--- src/rtl/video_dma_pkg.sv ---
package video_dma_pkg;
  localparam int REG_W   = 8;
  localparam int XADDR_W = 24;
  localparam int WIN_W   = 17;
  localparam int TOP_W   = XADDR_W - WIN_W;
  localparam int WORD_W  = 16;

  typedef enum logic [2:0] {
    ST_IDLE, ST_CP_RD, ST_CP_WR, ST_EX_REQ, ST_EX_WAIT, ST_EX_PUSH, ST_FIN
  } dmaState_t;

  typedef struct packed {
    logic load;
    logic advCopy;
    logic advExt;
    logic latchWord;
  } dmaStrobes_t;
endpackage

--- src/rtl/video_dma_ctrl.sv ---
module video_dma_ctrl
  import video_dma_pkg::*;
(
  input  logic        clk,
  input  logic        rstN,
  input  logic        startValid,
  input  logic        startExt,
  input  logic        lastXfer,
  input  logic        extReqReady,
  input  logic        extRspValid,
  output dmaStrobes_t stb,
  output logic        busy,
  output logic        done,
  output logic        vramRdEn,
  output logic        vramWrEn,
  output logic        extReqValid,
  output logic        portWrEn,
  output logic        wbValid,
  output logic        wbSrcValid,
  output logic        wbAddrValid
);
  dmaState_t state, stateNext;
  logic modeExt;

  always_ff @(posedge clk or negedge rstN) begin
    if (!rstN) begin
      state   <= ST_IDLE;
      modeExt <= 1'b0;
    end else begin
      state <= stateNext;
      if (stb.load) modeExt <= startExt;
    end
  end

  always_comb begin
    stateNext = state;
    stb       = '0;
    case (state)
      ST_IDLE: if (startValid) begin
        stb.load  = 1'b1;
        stateNext = startExt ? ST_EX_REQ : ST_CP_RD;
      end
      ST_CP_RD:  stateNext = ST_CP_WR;
      ST_CP_WR: begin
        stb.advCopy = 1'b1;
        stateNext   = lastXfer ? ST_FIN : ST_CP_RD;
      end
      ST_EX_REQ: if (extReqReady) stateNext = ST_EX_WAIT;
      ST_EX_WAIT: if (extRspValid) begin
        stb.latchWord = 1'b1;
        stateNext     = ST_EX_PUSH;
      end
      ST_EX_PUSH: begin
        stb.advExt = 1'b1;
        stateNext  = lastXfer ? ST_FIN : ST_EX_REQ;
      end
      ST_FIN:  stateNext = ST_IDLE;
      default: stateNext = ST_IDLE;
    endcase
  end

  assign busy        = (state != ST_IDLE);
  assign done        = (state == ST_FIN);
  assign vramRdEn    = (state == ST_CP_RD);
  assign vramWrEn    = (state == ST_CP_WR);
  assign extReqValid = (state == ST_EX_REQ);
  assign portWrEn    = (state == ST_EX_PUSH);
  assign wbValid     = done;
  assign wbSrcValid  = done && modeExt;
  assign wbAddrValid = done && !modeExt;
endmodule

--- src/rtl/video_dma_datapath.sv ---
module video_dma_datapath
  import video_dma_pkg::*;
#(
  parameter int LEN_W   = 16,
  parameter int VADDR_W = 16,
  parameter int STEP_W  = 8
)(
  input  logic                 clk,
  input  logic                 rstN,
  input  dmaStrobes_t          stb,
  input  logic [LEN_W-1:0]     lenIn,
  input  logic [REG_W-1:0]     srcLoIn,
  input  logic [REG_W-1:0]     srcMidIn,
  input  logic [REG_W-1:0]     srcHiIn,
  input  logic [VADDR_W-1:0]   addrIn,
  input  logic [STEP_W-1:0]    stepIn,
  input  logic [WORD_W-1:0]    extRspData,
  output logic                 lastXfer,
  output logic [VADDR_W-1:0]   vramRdAddr,
  output logic [VADDR_W-1:0]   vramWrAddr,
  output logic [XADDR_W-1:0]   extReqAddr,
  output logic [WORD_W-1:0]    portWrData,
  output logic [LEN_W-1:0]     wbLen,
  output logic [REG_W-1:0]     wbSrcLo,
  output logic [REG_W-1:0]     wbSrcMid,
  output logic [REG_W-1:0]     wbSrcHi,
  output logic [VADDR_W-1:0]   wbAddr
);
  localparam int CNT_W = LEN_W + 1;

  logic [CNT_W-1:0]   remain;
  logic [VADDR_W-1:0] cpSrc, dst;
  logic [WIN_W-1:0]   winLow;
  logic [TOP_W-1:0]   winTop;
  logic               keepBit;
  logic [WORD_W-1:0]  word;
  logic [VADDR_W-1:0] stepExt;

  assign stepExt = {{(VADDR_W-STEP_W){1'b0}}, stepIn};

  always_ff @(posedge clk or negedge rstN) begin
    if (!rstN) begin
      remain  <= '0;
      cpSrc   <= '0;
      dst     <= '0;
      winLow  <= '0;
      winTop  <= '0;
      keepBit <= 1'b0;
      word    <= '0;
    end else begin
      if (stb.load) begin
        remain  <= (lenIn == '0) ? {1'b1, {LEN_W{1'b0}}} : {1'b0, lenIn};
        cpSrc   <= {srcMidIn, srcLoIn};
        dst     <= addrIn;
        winLow  <= {srcMidIn, srcLoIn, 1'b0};
        winTop  <= srcHiIn[TOP_W-1:0];
        keepBit <= srcHiIn[REG_W-1];
      end else if (stb.advCopy) begin
        remain <= remain - CNT_W'(1);
        cpSrc  <= cpSrc + VADDR_W'(1);
        dst    <= dst + stepExt;
      end else if (stb.advExt) begin
        remain <= remain - CNT_W'(1);
        winLow <= winLow + WIN_W'(2);
      end
      if (stb.latchWord) word <= extRspData;
    end
  end

  assign lastXfer   = (remain == CNT_W'(1));
  assign vramRdAddr = cpSrc;
  assign vramWrAddr = dst;
  assign extReqAddr = {winTop, winLow};
  assign portWrData = word;
  assign wbLen      = remain[LEN_W-1:0];
  assign wbSrcLo    = winLow[8:1];
  assign wbSrcMid   = winLow[16:9];
  assign wbSrcHi    = {keepBit, winTop};
  assign wbAddr     = dst;
endmodule

--- src/rtl/video_dma_engine.sv ---
module video_dma_engine
  import video_dma_pkg::*;
#(
  parameter int LEN_W   = 16,
  parameter int VADDR_W = 16,
  parameter int STEP_W  = 8
)(
  input  logic               clk,
  input  logic               rstN,
  input  logic               startValid,
  input  logic               startExt,
  output logic               busy,
  output logic               done,
  input  logic [LEN_W-1:0]   lenIn,
  input  logic [7:0]         srcLoIn,
  input  logic [7:0]         srcMidIn,
  input  logic [7:0]         srcHiIn,
  input  logic [VADDR_W-1:0] addrIn,
  input  logic [STEP_W-1:0]  stepIn,
  output logic               vramRdEn,
  output logic [VADDR_W-1:0] vramRdAddr,
  input  logic [7:0]         vramRdData,
  output logic               vramWrEn,
  output logic [VADDR_W-1:0] vramWrAddr,
  output logic [7:0]         vramWrData,
  output logic               extReqValid,
  input  logic               extReqReady,
  output logic [23:0]        extReqAddr,
  input  logic               extRspValid,
  input  logic [15:0]        extRspData,
  output logic               portWrEn,
  output logic [15:0]        portWrData,
  output logic               wbValid,
  output logic [LEN_W-1:0]   wbLen,
  output logic               wbSrcValid,
  output logic [7:0]         wbSrcLo,
  output logic [7:0]         wbSrcMid,
  output logic [7:0]         wbSrcHi,
  output logic               wbAddrValid,
  output logic [VADDR_W-1:0] wbAddr
);
  dmaStrobes_t stb;
  logic lastXfer;

  video_dma_ctrl u_ctrl (
    .clk(clk), .rstN(rstN), .startValid(startValid), .startExt(startExt),
    .lastXfer(lastXfer), .extReqReady(extReqReady), .extRspValid(extRspValid),
    .stb(stb), .busy(busy), .done(done), .vramRdEn(vramRdEn), .vramWrEn(vramWrEn),
    .extReqValid(extReqValid), .portWrEn(portWrEn), .wbValid(wbValid),
    .wbSrcValid(wbSrcValid), .wbAddrValid(wbAddrValid)
  );

  video_dma_datapath #(.LEN_W(LEN_W), .VADDR_W(VADDR_W), .STEP_W(STEP_W)) u_dp (
    .clk(clk), .rstN(rstN), .stb(stb), .lenIn(lenIn), .srcLoIn(srcLoIn),
    .srcMidIn(srcMidIn), .srcHiIn(srcHiIn), .addrIn(addrIn), .stepIn(stepIn),
    .extRspData(extRspData), .lastXfer(lastXfer), .vramRdAddr(vramRdAddr),
    .vramWrAddr(vramWrAddr), .extReqAddr(extReqAddr), .portWrData(portWrData),
    .wbLen(wbLen), .wbSrcLo(wbSrcLo), .wbSrcMid(wbSrcMid), .wbSrcHi(wbSrcHi),
    .wbAddr(wbAddr)
  );

  // Copy data goes straight from the one-cycle read return to the write port.
  assign vramWrData = vramRdData;
endmodule

--- config.mk ---
export PLATFORM = sky130hd
export DESIGN_NAME = video_dma_engine
export DESIGN_NICKNAME = d
export VERILOG_FILES = /design/src/rtl/video_dma_pkg.sv /design/src/rtl/video_dma_ctrl.sv /design/src/rtl/video_dma_datapath.sv /design/src/rtl/video_dma_engine.sv
export SDC_FILE = /design/constraint.sdc
export NUM_CORES = 1
export LEC_CHECK = 0
export BUFFER_PORTS_ARGS = -buffer_cell sky130_fd_sc_hd__buf_2
export CAP_MARGIN = 20
export CORE_MARGIN = 2
export CORE_UTILIZATION = 49
export DETAILED_ROUTE_END_ITERATION = 10
export GPL_ROUTABILITY_DRIVEN = 0
export HOLD_SLACK_MARGIN = 0.02
export PLACE_DENSITY = 0.82
export SYNTH_ARGS = -nofsm -noshare
export SYNTH_HDL_FRONTEND = slang
export SYNTH_HIERARCHICAL = 1
export SYNTH_SLANG_ARGS = --single-unit
--- constraint.sdc ---
create_clock -name clk -period 3.1 [get_ports clk]
set_input_delay 0.465 -clock clk [delete_from_list [all_inputs] [get_ports clk]]
set_output_delay 0.465 -clock clk [all_outputs]
set_load 0.1 [all_outputs]
# After elaboration in Yosys (flattened, before gate mapping)

Index checks and enable logic that the tools add are counted.

$add $sub $neg: 4
Equality and inequality tests: 11
Mux-type cells: 24
Reduce and logical (&&, ||, !) cells: 11

Operators with widths:

| operator                                                               | count |
|---|---|
| 17-bit two-way mux                                                     | 7 |
| 16-bit two-way mux                                                     | 4 |
| 3-bit one-hot mux with 6 select lines                                  | 1 |
| 17-bit by 2-bit adder with 17-bit output, second input constant        | 1 |
| 17-bit by 1-bit equality test with 1-bit output, second input constant | 1 |
| 17-bit by 1-bit subtractor with 17-bit output, second input constant   | 1 |
| 16-bit by 1-bit adder with 16-bit output, second input constant        | 1 |
| 16-bit by 8-bit adder with 16-bit output                               | 1 |
| 16-bit logical NOT                                                     | 1 |
| 3-bit two-way mux                                                      | 5 |
| 3-bit equality test, second input constant                             | 3 |
| 3-bit by 2-bit equality test with 1-bit output, second input constant  | 2 |
| 1-bit two-way mux                                                      | 6 |
| 3-bit nonzero test                                                     | 2 |
| 2-bit by 1-bit != test with 1-bit output, second input constant        | 2 |
| 2-bit != test, second input constant                                   | 2 |
| 2-bit nonzero test                                                     | 2 |
| 3-bit by 1-bit equality test with 1-bit output, second input constant  | 1 |
| 3-bit logical NOT                                                      | 1 |
| 3-bit AND reduction                                                    | 1 |
| 1-bit logical AND                                                      | 2 |
| 2-bit two-way mux                                                      | 1 |
| 2-bit AND reduction                                                    | 1 |
| 1-bit logical NOT                                                      | 1 |

Flip-flop bits (word level): 94
Input bits: 94
Output and inout port bits: 145
Word-level logic and storage cells: 59

# Depth between registers and ports, before layout

Gate-level depths: netlist (run 1).

Word-level depth: 5
Depth in mapped cells: 11
Mapped depth without buffers: 9

# Modules after synthesis

The synthesis (run 1) kept the hierarchy.

Modules (own cells, without submodules):

| module             | instances | cells each | area an instance (sq um) | seq. area each (sq um) |
|---|---|---|---|---|
| video_dma_datapath | 1         | 520        | 5180.0                   | 2227.1 |
| video_dma_ctrl     | 1         | 44         | 375.4                    | 100.1 |
| video_dma_engine   | 1         | 8          | 60.1                     | 0.0 |

# Worst setup path after synthesis (run 1)

Ideal clock, no wire load.

Kind: register -> register
From: reg u_ctrl.state[0]
To: reg u_dp.cpSrc[11] (netlist: u_dp/vramRdAddr[11])
Setup time: 0.125 ns
Arrival: 4.401 ns
Required time: 2.975 ns
Slack: -1.425 ns
Stages on the path, launching flop included: 11
Buffers on the path: 3
Clock period less this slack: 4.525 ns
Cells stage by stage: dfrtp_1 > buf_2 > nor3_1 > buf_4 > clkbuf_1 > and4_1 > nand4_1 > nor2_1 > nand3_1 > xnor2_1 > mux2_2

RTL lines:

| element                | line                     | text |
|---|---|---|
| from (decl)            | video_dma_ctrl.sv:22     | `dmaState_t state, stateNext;` |
| from (signal assigned) | video_dma_ctrl.sv:30     | `state <= stateNext;` |
| to (signal assigned)   | video_dma_datapath.sv:53 | `cpSrc <= {srcMidIn, srcLoIn};` |
| to (signal assigned)   | video_dma_datapath.sv:60 | `cpSrc <= cpSrc + VADDR_W'(1);` |
| to (decl)              | video_dma_datapath.sv:32 | `logic [VADDR_W-1:0] cpSrc, dst;` |

# Final worst setup path (run 1)

From: reg u_ctrl.state[1]
To: out vramWrEn

Word-level cells in the longest chain between the ends: 1

RTL lines:

| element                                        | line                   | text |
|---|---|---|
| 3-bit by 2-bit equality test with 1-bit output | video_dma_ctrl.sv:65   | `assign vramWrEn = (state == ST_CP_WR);` |
| to (decl)                                      | video_dma_engine.sv:23 | `output logic vramWrEn,` |

No other way between the ends.

==> results of run 1 <==
-- per-stage QoR --
step	worst slack [ps]	util, %	hold slack (ps)	instances
final	392	59.5	138	870
after global routing	239	59.5	209	870
after CTS	363	59.5	184	870
after detailed placement	448	56.8	490	854
after global placement	502	56.8	475	854
after floorplan	13.1	-	169	572
-- worst max-delay path by stage --
stage,slack [ps],startpoint,cells after the start,to
after floorplan,10,u_ctrl/state[1],10,u_dp/winLow[14]
after global placement,500,stepIn[0],9,u_dp/vramWrAddr[12]
after detailed placement,450,stepIn[0],9,u_dp/vramWrAddr[12]
after CTS,360,u_ctrl/state[1],4,vramWrEn
after global routing,240,u_ctrl/state[1],4,vramWrEn
final,390,u_ctrl/state[1],4,vramWrEn
-- cell families (layout without fill, tap and decap cells) --
group | count (synthesis) | in the layout | share of synthesized area, %
buffers and inverters | 98 | 253 | 11.2
AO/OA/AOI/OAI | 101 | 101 | 11.6
XOR/XNOR | 46 | 46 | 7.17
AND/OR/NAND/NOR | 173 | 173 | 16.2
multiplexers | 47 | 47 | 9.29
other | 1 | 1 | 0.0668
adder cells (fa/ha/maj) | 13 | 13 | 3.03
flip-flops | 93 | 93 | 41.4
-- final cells by class --
type	count	area (um^2)	share of cell area (%)
tap	143	179	2.66
inverter	9	33.8	0.501
timing repair buffer	228	1190	17.6
sequential	93	2330	34.5
multi-input combinational	381	2700	40.1
clock buffer	9	225	3.34
clock inverter	7	85.1	1.26
-- cells in the mapped netlist (9+ instances only) --
master    number  area (um^2)
o21ai_1       10         50.1
dfrtp_1       93         2330
nor2_1        38          143
clkbuf_1      10         37.5
xor2_1        13          114
mux2_2        40          450
a21oi_1       31          155
ha_1          12          150
buf_4         68          510
xnor2_1       33          289
and3_1         9         56.3
nand3_1       20          100
nor2b_1       10         62.6
nand2_1       45          169
o21ai_0       17         85.1
nor3_1        13         65.1
-- routing by layer --
layer	track usage, %	vias up	wire length [um]
met3	4.76	30	964
li1	-	2249	-
met2	39.9	205	7230
met1	29.9	2342	5920
met5	0	-	0
met4	8.40	0	285
-- sequential cells by signal, summed over array words and instances (netlist names) --
register	flops
u_dp/vramRdAddr	16
u_dp/winTop	7
u_dp/remain	17
u_ctrl/modeExt	1
u_dp/portWrData	16
u_dp/winLow	16
u_dp/vramWrAddr	16
u_ctrl/state	3
u_dp/keepBit	1
==> impl_metrics.tcl, run 1 <==
set metrics [dict create \
    yosysWarnings 6 \
    grt_first_pass_wirelength_um 23600 \
    critPathTopFamily "buffers and inverters" \
    finClkSkew_ps 5.65 \
    overflow 0 \
    syn_inst 572 \
    place_hpwl_um 10700 \
    synth_edf_count 0 \
    finish.instance_area_um2 6740 \
    final_common_cell "buf_2" \
    antennaDiodeCount 0 \
    drc_errors 0 \
    cts_sinks 93 \
    ys_ff_latch 93 \
    rows 39 \
    worst_path_max_delay_cell "dfrtp_1" \
    rsz0062_at_grt "no" \
    final_cell_mix "buf_2 (220), dfrtp_1 (93), nand2_1 (45)" \
    critPathKind "flop to primary output" \
    fin_crit_sh_pct 87.4 \
    drive_gt1_share_pct 41.4 \
    fp.coreArea_um2 11300 \
    die_area_um2 12300 \
    die_x_um 111 \
    r2r_slack_ps 510 \
    grtUsageTotal_pct 23.5 \
    fmax_ghz 0.369 \
    r2r_end "u_dp/winLow[14]" \
    syn2layout_area_growth_pct 20.0 \
    antenna_found_initial 0 \
    syn-cell-area_um2 5620 \
    critical_path_required_ps 2630 \
    timing.rr.start "u_ctrl/state[1]" \
    dr_total_vias 4826 \
    async_reset_ff_share_pct 100 \
    cts_hold_buffers 0 \
    vias_per_cell 5.55 \
    ys_types 68 \
    htreeDepth 3 \
    drt_iter0_markers 321 \
    setup_tns_ps 0 \
    numCtsBuffers 9 \
    finalHoldViolCount 0 \
    tightest_slew_ps 1010 \
    finalCriticalPeriod_ps 2710 \
    insertion_delay_ps 350 \
    wl_um 14400 \
    yosysSeqAreaShare_pct 41.4 \
    worstHoldPathType "input pin to async pin" \
    path_cells "inv_2 -> nor3_4 -> buf_4 -> buf_2" \
    cap_violations 0 \
    start_util_pct 49.6 \
    status "finished clean" \
    cts_buffer_depth 2 \
    routedWlPerCell_um 16.6 \
    end_kind "primary output" \
    ant_nets 0 \
    syn-num-nets 679 \
    start_kind "flop" \
    avgSynthCellArea_um2 9.82 \
    nFillCells 962 \
    die_y_um 111 \
    crit_path_max_incr_delay_ps 610 \
    slew_viol_final 0 \
    crit_arrival_ps 2240 \
    r2r_cells 8 \
    synth_ff_type "dfrtp_1" \
    postCtsSetupRepairBufs 0 \
    cp_num_buf_inv 3 \
    clk_pin_slew_worst_paths_ps 70 \
    grt_pass1_vias 4860 \
    slew-limit-headroom_pct 32.8 \
    crit_fanout 18 \
    post_cts_resized 0 \
    postPlaceCellArea_um2 6430 \
    grt_max_degree 94 \
    setup_viol 0 \
    cts_root_buf "clkbuf_16" \
    nNetsFinal 829 \
    drtPass1Iterations 7 \
    cts_tree "built" \
    io_pins 239 \
    portBuffers 221 \
]
Power of run 1 is not shown: default switching activity piles up to over one toggle a cycle in this logic, so the estimate is an artifact.
==> run 2, diff against run 1 <==
--- a/config.mk
+++ b/config.mk
@@ -8,12 +8,11 @@
 export BUFFER_PORTS_ARGS = -buffer_cell sky130_fd_sc_hd__buf_2
 export CAP_MARGIN = 20
 export CORE_MARGIN = 2
-export CORE_UTILIZATION = 49
+export CORE_UTILIZATION = 48
 export DETAILED_ROUTE_END_ITERATION = 10
 export GPL_ROUTABILITY_DRIVEN = 0
 export HOLD_SLACK_MARGIN = 0.02
-export PLACE_DENSITY = 0.82
+export PLACE_DENSITY = 0.81
 export SYNTH_ARGS = -nofsm -noshare
 export SYNTH_HDL_FRONTEND = slang
-export SYNTH_HIERARCHICAL = 1
 export SYNTH_SLANG_ARGS = --single-unit
==> constraint.sdc (replaced) <==
create_clock -name clk -period 3.1 [get_ports clk]
set_input_delay 0.465 -clock clk [delete_from_list [all_inputs] [get_ports clk]]
set_output_delay 0.465 -clock clk [all_outputs]
set_load 0.02 [all_outputs]
==> impl_metrics.tcl, run 2 <==
set metrics [dict create \
    status "finished clean" \
    synth_top_area_share_pct 42.2 \
    yosysWarnings 0 \
    crit_path_max_incr_delay_ps 430 \
    setup_tns_ps 0 \
    setup_viol 0 \
    critical_path_required_ps 3300 \
    ys_top_cells_by_area "dfrtp_1 (42%), buf_4 (9.0%), nand2_1 (5.2%)" \
    drtPass1Iterations 4 \
    antennaDiodeCount 0 \
    grt_max_degree 49 \
    yosysSeqAreaShare_pct 42.2 \
    cts_sinks 93 \
    cts_tree "built" \
    die_area_um2 12400 \
    tightest_slew_ps 703 \
    path_cells "ha_1 -> fa_1 -> a21o_1 -> a221oi_2 -> o21ai_1 -> a222oi_1 -> o21ai_0" \
    drt_iter0_markers 317 \
    drive_gt1_share_pct 36.8 \
    fmax_ghz 0.400 \
    slew_viol_final 0 \
    syn-num-nets 697 \
    antenna_found_initial 0 \
    fin_total_pwr_w 0.00785 \
    worst_path_max_delay_cell "a221oi_2" \
    largest_reg_flops 17 \
    die_x_um 111 \
    vias_per_cell 5.40 \
    portBuffers 221 \
    place_hpwl_um 10500 \
    synth_top_area_cell "dfrtp_1" \
    finalCriticalPeriod_ps 2500 \
    numCtsBuffers 9 \
    post_cts_resized 0 \
    ant_nets 0 \
    leakage_nw 3.22 \
    grt_first_pass_wirelength_um 22500 \
    rows 39 \
    htreeDepth 3 \
    critPathKind "flop to flop" \
    overflow 0 \
    syn2layout_area_growth_pct 20.3 \
    syn_inst 590 \
    slew-limit-headroom_pct 52.7 \
    syn-cell-area_um2 5510 \
    start_kind "flop" \
    drc_errors 0 \
    async_reset_ff_share_pct 100 \
    finClkSkew_ps 10.3 \
    cap_violations 0 \
    final_common_cell "buf_2" \
    rsz0062_at_grt "no" \
    fin_crit_sh_pct 80.6 \
    synth_edf_count 0 \
    postCtsSetupRepairBufs 0 \
    crit_fanout 5 \
    dr_total_vias 4793 \
    grt_pass1_vias 4505 \
    end_kind "flop" \
    ir_worst_vdd_mv 0.566 \
    finalHoldViolCount 0 \
    final_cell_mix "buf_2 (220), dfrtp_1 (93), nand2_1 (76)" \
    insertion_delay_ps 330 \
    grtUsageTotal_pct 22.4 \
    worstHoldPathType "input pin to async pin" \
    top_register "u_dp.remain" \
    cts_buffer_depth 2 \
    cts_root_buf "clkbuf_16" \
    ys_types 58 \
    synthTopCellsByCount "dfrtp_1 (93), nand2_1 (77), buf_4 (66), a21oi_1 (41), nor2_1 (32)" \
    start_util_pct 48.7 \
    die_y_um 111 \
    power.density_nw_per_um2 1180 \
    cts_hold_buffers 0 \
    io_pins 239 \
    nNetsFinal 846 \
    routedWlPerCell_um 15.8 \
    fp.coreArea_um2 11300 \
    avgSynthCellArea_um2 9.35 \
    clk_pin_slew_worst_paths_ps 70 \
    ys_ff_latch 93 \
    yosysMostFrequentCell "dfrtp_1" \
    wl_um 14000 \
    synth_ff_type "dfrtp_1" \
    crit_arrival_ps 2700 \
]
-- run 2: cell count changes in the layout (fill, tap and decap cells not counted), moves of 6 or more --
cell	previous run	this run
xnor2_1	33	21
mux2i_1	6	0
xor2_1	13	23
nor2b_1	9	3
nor3_1	12	18
a21oi_1	31	41
mux2_2	40	18
nand2_1	45	76
-- run 2: layout make-up --
cell class,instances,area [um^2]
fill,1021,4690
timing repair buffer,226,1180
multi-input combinational,395,2540
inverter,14,53.8
clock inverter,5,108
tap,143,179
clock buffer,11,243
sequential,93,2330
-- run 2: worst max-delay path: cells and delay by family, from the launching register on --
family | cells | cell delay (ps)
AOI/OAI and AO/OA | 5 | 1300
adders and majority gates | 2 | 640
DFF | 1 | 410
-- run 2: stage by stage --
step | setup WS [ps] | cell area [um^2] | util (%) | instances | hold WS (ps)
4_1_cts | 618 | 6630 | 58.6 | 887 | 160
2_1_floorplan | 776 | 5510 | - | 590 | 169
3_5_place_dp | 478 | 6280 | 55.5 | 871 | 463
5_1_grt | 371 | 6630 | 58.6 | 887 | 183
3_3_place_gp | 527 | 6280 | 55.5 | 871 | 466
6_report | 603 | 6630 | 58.6 | 887 | 137
-- run 2: layer usage --
layer | routed length, um | global-route usage, % | share of wire (%)
met3 | 872 | 3.66 | 6.2
met1 | 6110 | 28.6 | 44
met5 | 0 | 0 | 0
met4 | 118 | 5.68 | 0.84
met2 | 6930 | 39.8 | 49
-- run 2: power breakdown --
part           internal (W)  leakage (nW)  total, W  switching [W]
Combinational       0.00152          1.94   0.00409        0.00257
Clock              0.000814         0.170   0.00128       0.000466
Sequential          0.00179          1.11   0.00248       0.000690
Total               0.00412          3.22   0.00785        0.00373
-- run 2: final timing paths --
path	startpoint	endpoint	slack, ps	cells past startpoint
min reg2reg	u_dp.keepBit	u_dp.keepBit	470	2
max reg2reg	u_dp.vramWrAddr[0]	u_dp.vramWrAddr[8]	600	7
max in group asynchronous	rstN	u_dp.remain[10]	2280	2
max	u_dp.vramWrAddr[0]	u_dp.vramWrAddr[8]	600	7
min in group clk	srcHiIn[3]	u_dp.winTop[3]	320	3
min	rstN	u_dp.vramRdAddr[14]	140	1
-- run 2: cells by family (layout without fill, tap and decap cells) --
group / count (synthesis) / in the layout / synth area share (%)
flops: 93 / 93 / 42.2
mux: 18 / 18 / 3.68
compound gates: 116 / 116 / 13.8
fa+ha+maj: 13 / 13 / 3.09
buf+inv: 102 / 256 / 11.8
other cells: 1 / 1 / 0.0680
xor+xnor: 44 / 44 / 6.99
simple gates: 203 / 203 / 18.4
(Power assumes the default switching activity.)
==> run 3, diff against run 2 <==
--- a/config.mk
+++ b/config.mk
@@ -5,14 +5,15 @@
 export SDC_FILE = /design/constraint.sdc
 export NUM_CORES = 1
 export LEC_CHECK = 0
+export ABC_AREA = 1
 export BUFFER_PORTS_ARGS = -buffer_cell sky130_fd_sc_hd__buf_2
 export CAP_MARGIN = 20
 export CORE_MARGIN = 2
-export CORE_UTILIZATION = 48
+export CORE_UTILIZATION = 45
 export DETAILED_ROUTE_END_ITERATION = 10
 export GPL_ROUTABILITY_DRIVEN = 0
 export HOLD_SLACK_MARGIN = 0.02
-export PLACE_DENSITY = 0.81
+export PLACE_DENSITY = 0.77
 export SYNTH_ARGS = -nofsm -noshare
 export SYNTH_HDL_FRONTEND = slang
 export SYNTH_SLANG_ARGS = --single-unit
==> constraint.sdc (replaced) <==
create_clock -name clk -period 2.25 [get_ports clk]
set_input_delay 0.3375 -clock clk [delete_from_list [all_inputs] [get_ports clk]]
set_output_delay 0.3375 -clock clk [all_outputs]
set_load 0.02 [all_outputs]
==> impl_metrics.tcl, run 3 <==
set metrics [dict create \
    status "finished clean" \
    finalCriticalPeriod_ps 2160 \
    clkPwrFrac_pct 25.2 \
    pwr-share-seq_pct 36.4 \
    worst_hold_path.num_cells 3 \
    ant_nets 0 \
    antennaDiodeCount 0 \
    syn_inst 867 \
    top_register "u_dp.remain" \
    finalHoldViolCount 0 \
    ys_ff_latch 93 \
    grt_max_degree 46 \
    synth_edf_count 0 \
    min_from "srcHiIn[6]" \
    holdPathEnd "u_dp.winTop[6]" \
    cts_sinks 93 \
    nNetsFinal 1126 \
    critPathKind "flop to primary output" \
    syn2layout_area_growth_pct 17.3 \
    avgSynthCellArea_um2 7.26 \
    drt_iter0_markers 430 \
    routedWlPerCell_um 13.9 \
    crit_fanout 18 \
    worstHoldPathType "input pin to flop" \
    end_kind "primary output" \
    synth_top_area_share_pct 37.0 \
    final_cell_mix "nand2_1 (235), buf_2 (220), inv_1 (95)" \
    die_y_um 122 \
    leakage_nw 4.03 \
    ir_worst_vdd_mv 0.508 \
    postPlaceCellArea_um2 7060 \
    async_reset_ff_share_pct 100 \
    crit_arrival_ps 1820 \
    portBuffers 221 \
    place_hpwl_um 12700 \
    grt_first_pass_wirelength_um 26600 \
    tightest_slew_ps 561 \
    slew_viol_final 0 \
    die_x_um 122 \
    syn-cell-area_um2 6290 \
    numCtsBuffers 9 \
    overflow 0 \
    ys_types 45 \
    synthTopCellsByCount "nand2_1 (235), inv_1 (95), dfrtp_1 (93), nor2_1 (85), nand3_1 (74)" \
    cts_root_buf "clkbuf_16" \
    drive_gt1_share_pct 26.7 \
    power.density_nw_per_um2 867 \
    grt_pass1_vias 5496 \
    setup_viol 0 \
    largest_reg_flops 17 \
    fmax_ghz 0.463 \
    final_util_pct 53.6 \
    finClkSkew_ps 10.7 \
    p_sw_w 0.00264 \
    die_area_um2 14900 \
    htreeDepth 3 \
    io_pins 239 \
    grtUsageTotal_pct 22.6 \
    r2r_cells 9 \
    power.share.switching_pct 41.3 \
    yosysWarnings 0 \
    synth_top_area_cell "dfrtp_1" \
    start_kind "flop" \
    finish.instance_area_um2 7380 \
    start_util_pct 45.7 \
    dr_total_vias 6053 \
    syn-num-nets 974 \
    slew-limit-headroom_pct 62.2 \
    rsz0062_at_grt "yes" \
    fin_crit_sh_pct 96.0 \
    antenna_found_initial 1 \
    r2r_end "u_dp.vramWrAddr[15]" \
    r2r_slack_ps 210 \
    rows 43 \
    wl_um 16700 \
    nFillCells 1373 \
    crit_path_start "u_ctrl.state[0]" \
    power_frac_comb_pct 38.4 \
    cts_tree "built" \
    yosysMostFrequentCell "nand2_1" \
    postCtsSetupRepairBufs 0 \
    drtPass1Iterations 5 \
    drc_errors 0 \
    cts_buffer_depth 2 \
    ys_top_cells_by_area "dfrtp_1 (37%), nand2_1 (14%), buf_4 (8.1%)" \
    vias_per_cell 5.03 \
    yosysSeqAreaShare_pct 37.0 \
    timing.rr.start "u_ctrl.state[0]" \
    cap_violations 0 \
    final_common_cell "nand2_1" \
    synth_ff_type "dfrtp_1" \
    fp.coreArea_um2 13800 \
    insertion_delay_ps 350 \
    p_int_w 0.00375 \
    critical_path_required_ps 1910 \
    clk_pin_slew_worst_paths_ps 70 \
]
## run 3: cell types whose count changed in the layout (fill, tap and decap cells not counted), moves of 8 or more
cell	previous run	this run
mux2_2	18	9
nor2_1	32	85
xnor2_1	21	4
nand3_1	16	74
nand2_1	76	235
o211ai_1	7	16
mux2_1	0	8
o21ai_0	17	33
xor2_1	23	7
a21oi_1	41	28
inv_1	12	95
and3_1	10	0
## run 3: critical path: stages (launching register included)
cell	delay [ps]
dfrtp_1	450
nor2_1	170
nand2_2	220
inv_2	140
buf_4	270
buf_2	220
## run 3: worst max path at each step
stage               slack (ps)                   to  depth (start not counted)
floorplan                  410          wbAddrValid                          5
global placement           240  u_dp.vramWrAddr[15]                          9
detailed placement         210  u_dp.vramWrAddr[15]                          9
CTS                         60             vramWrEn                          5
global route               -20             vramWrEn                          5
finish                      90             vramWrEn                          5
## run 3: power by group through the flow
stage	logic, W	registers [W]	clock network [W]
6_report	0.00246	0.00233	0.00161
5_1_grt	0.00274	0.00238	0.00172
4_1_cts	0.00246	0.00232	0.00167
3_5_place_dp	0.00245	0.00235	0
3_3_place_gp	0.00242	0.00235	0
2_1_floorplan	0.00180	0.00252	0
## run 3: cell type report
type / instances / area, um^2 / area share (%)
Tap cell: 180 / 225 / 3.05
Inverter: 99 / 372 / 5.03
Multi-Input combinational cell: 585 / 2950 / 39.9
Clock buffer: 10 / 239 / 3.24
Timing Repair Buffer: 231 / 1200 / 16.2
Clock inverter: 6 / 73.8 / 1.00
Sequential cell: 93 / 2330 / 31.5
## run 3: per-layer routing
metal  vias up  routed length, um  global-route usage, %  part of all wire (%)
met4         2                274                   7.90                   1.6
met1      2809               7310                   29.1                    44
li1       3040                  -                      -                     -
met3        22               1060                   5.07                   6.3
met5         -                 13                      0                 0.078
met2       180               8050                   37.3                    48
## run 3: repair_timing
item                                   CTS  global route
endpoints found under the hold margin   38             0
setup endpoints to repair                0             3
gates resized for setup                  0             0
hold buffers                             1             0
## run 3: logic make-up (layout without fill, tap and decap cells)
logic type,count (synthesis),in the layout,synth area share [%]
compound gates,110,110,10.5
xor+xnor,11,11,1.53
fa+ha+maj,13,13,2.70
buf+inv,189,346,16.2
flops,93,93,37.0
mux,17,17,3.04
other cells,1,1,0.0596
simple gates,433,433,29.0
## run 3: metrics by stage
step	hold slack, ps	setup slack (ps)	TNS, ps	total power, W	instances
2_1_floorplan	41.9	410	0	0.00432	867
3_3_place_gp	353	240	0	0.00476	1187
3_5_place_dp	357	207	0	0.00480	1187
4_1_cts	167	56.8	0	0.00646	1204
5_1_grt	171	-22.9	-44.7	0.00684	1204
6_report	182	89.0	0	0.00640	1204
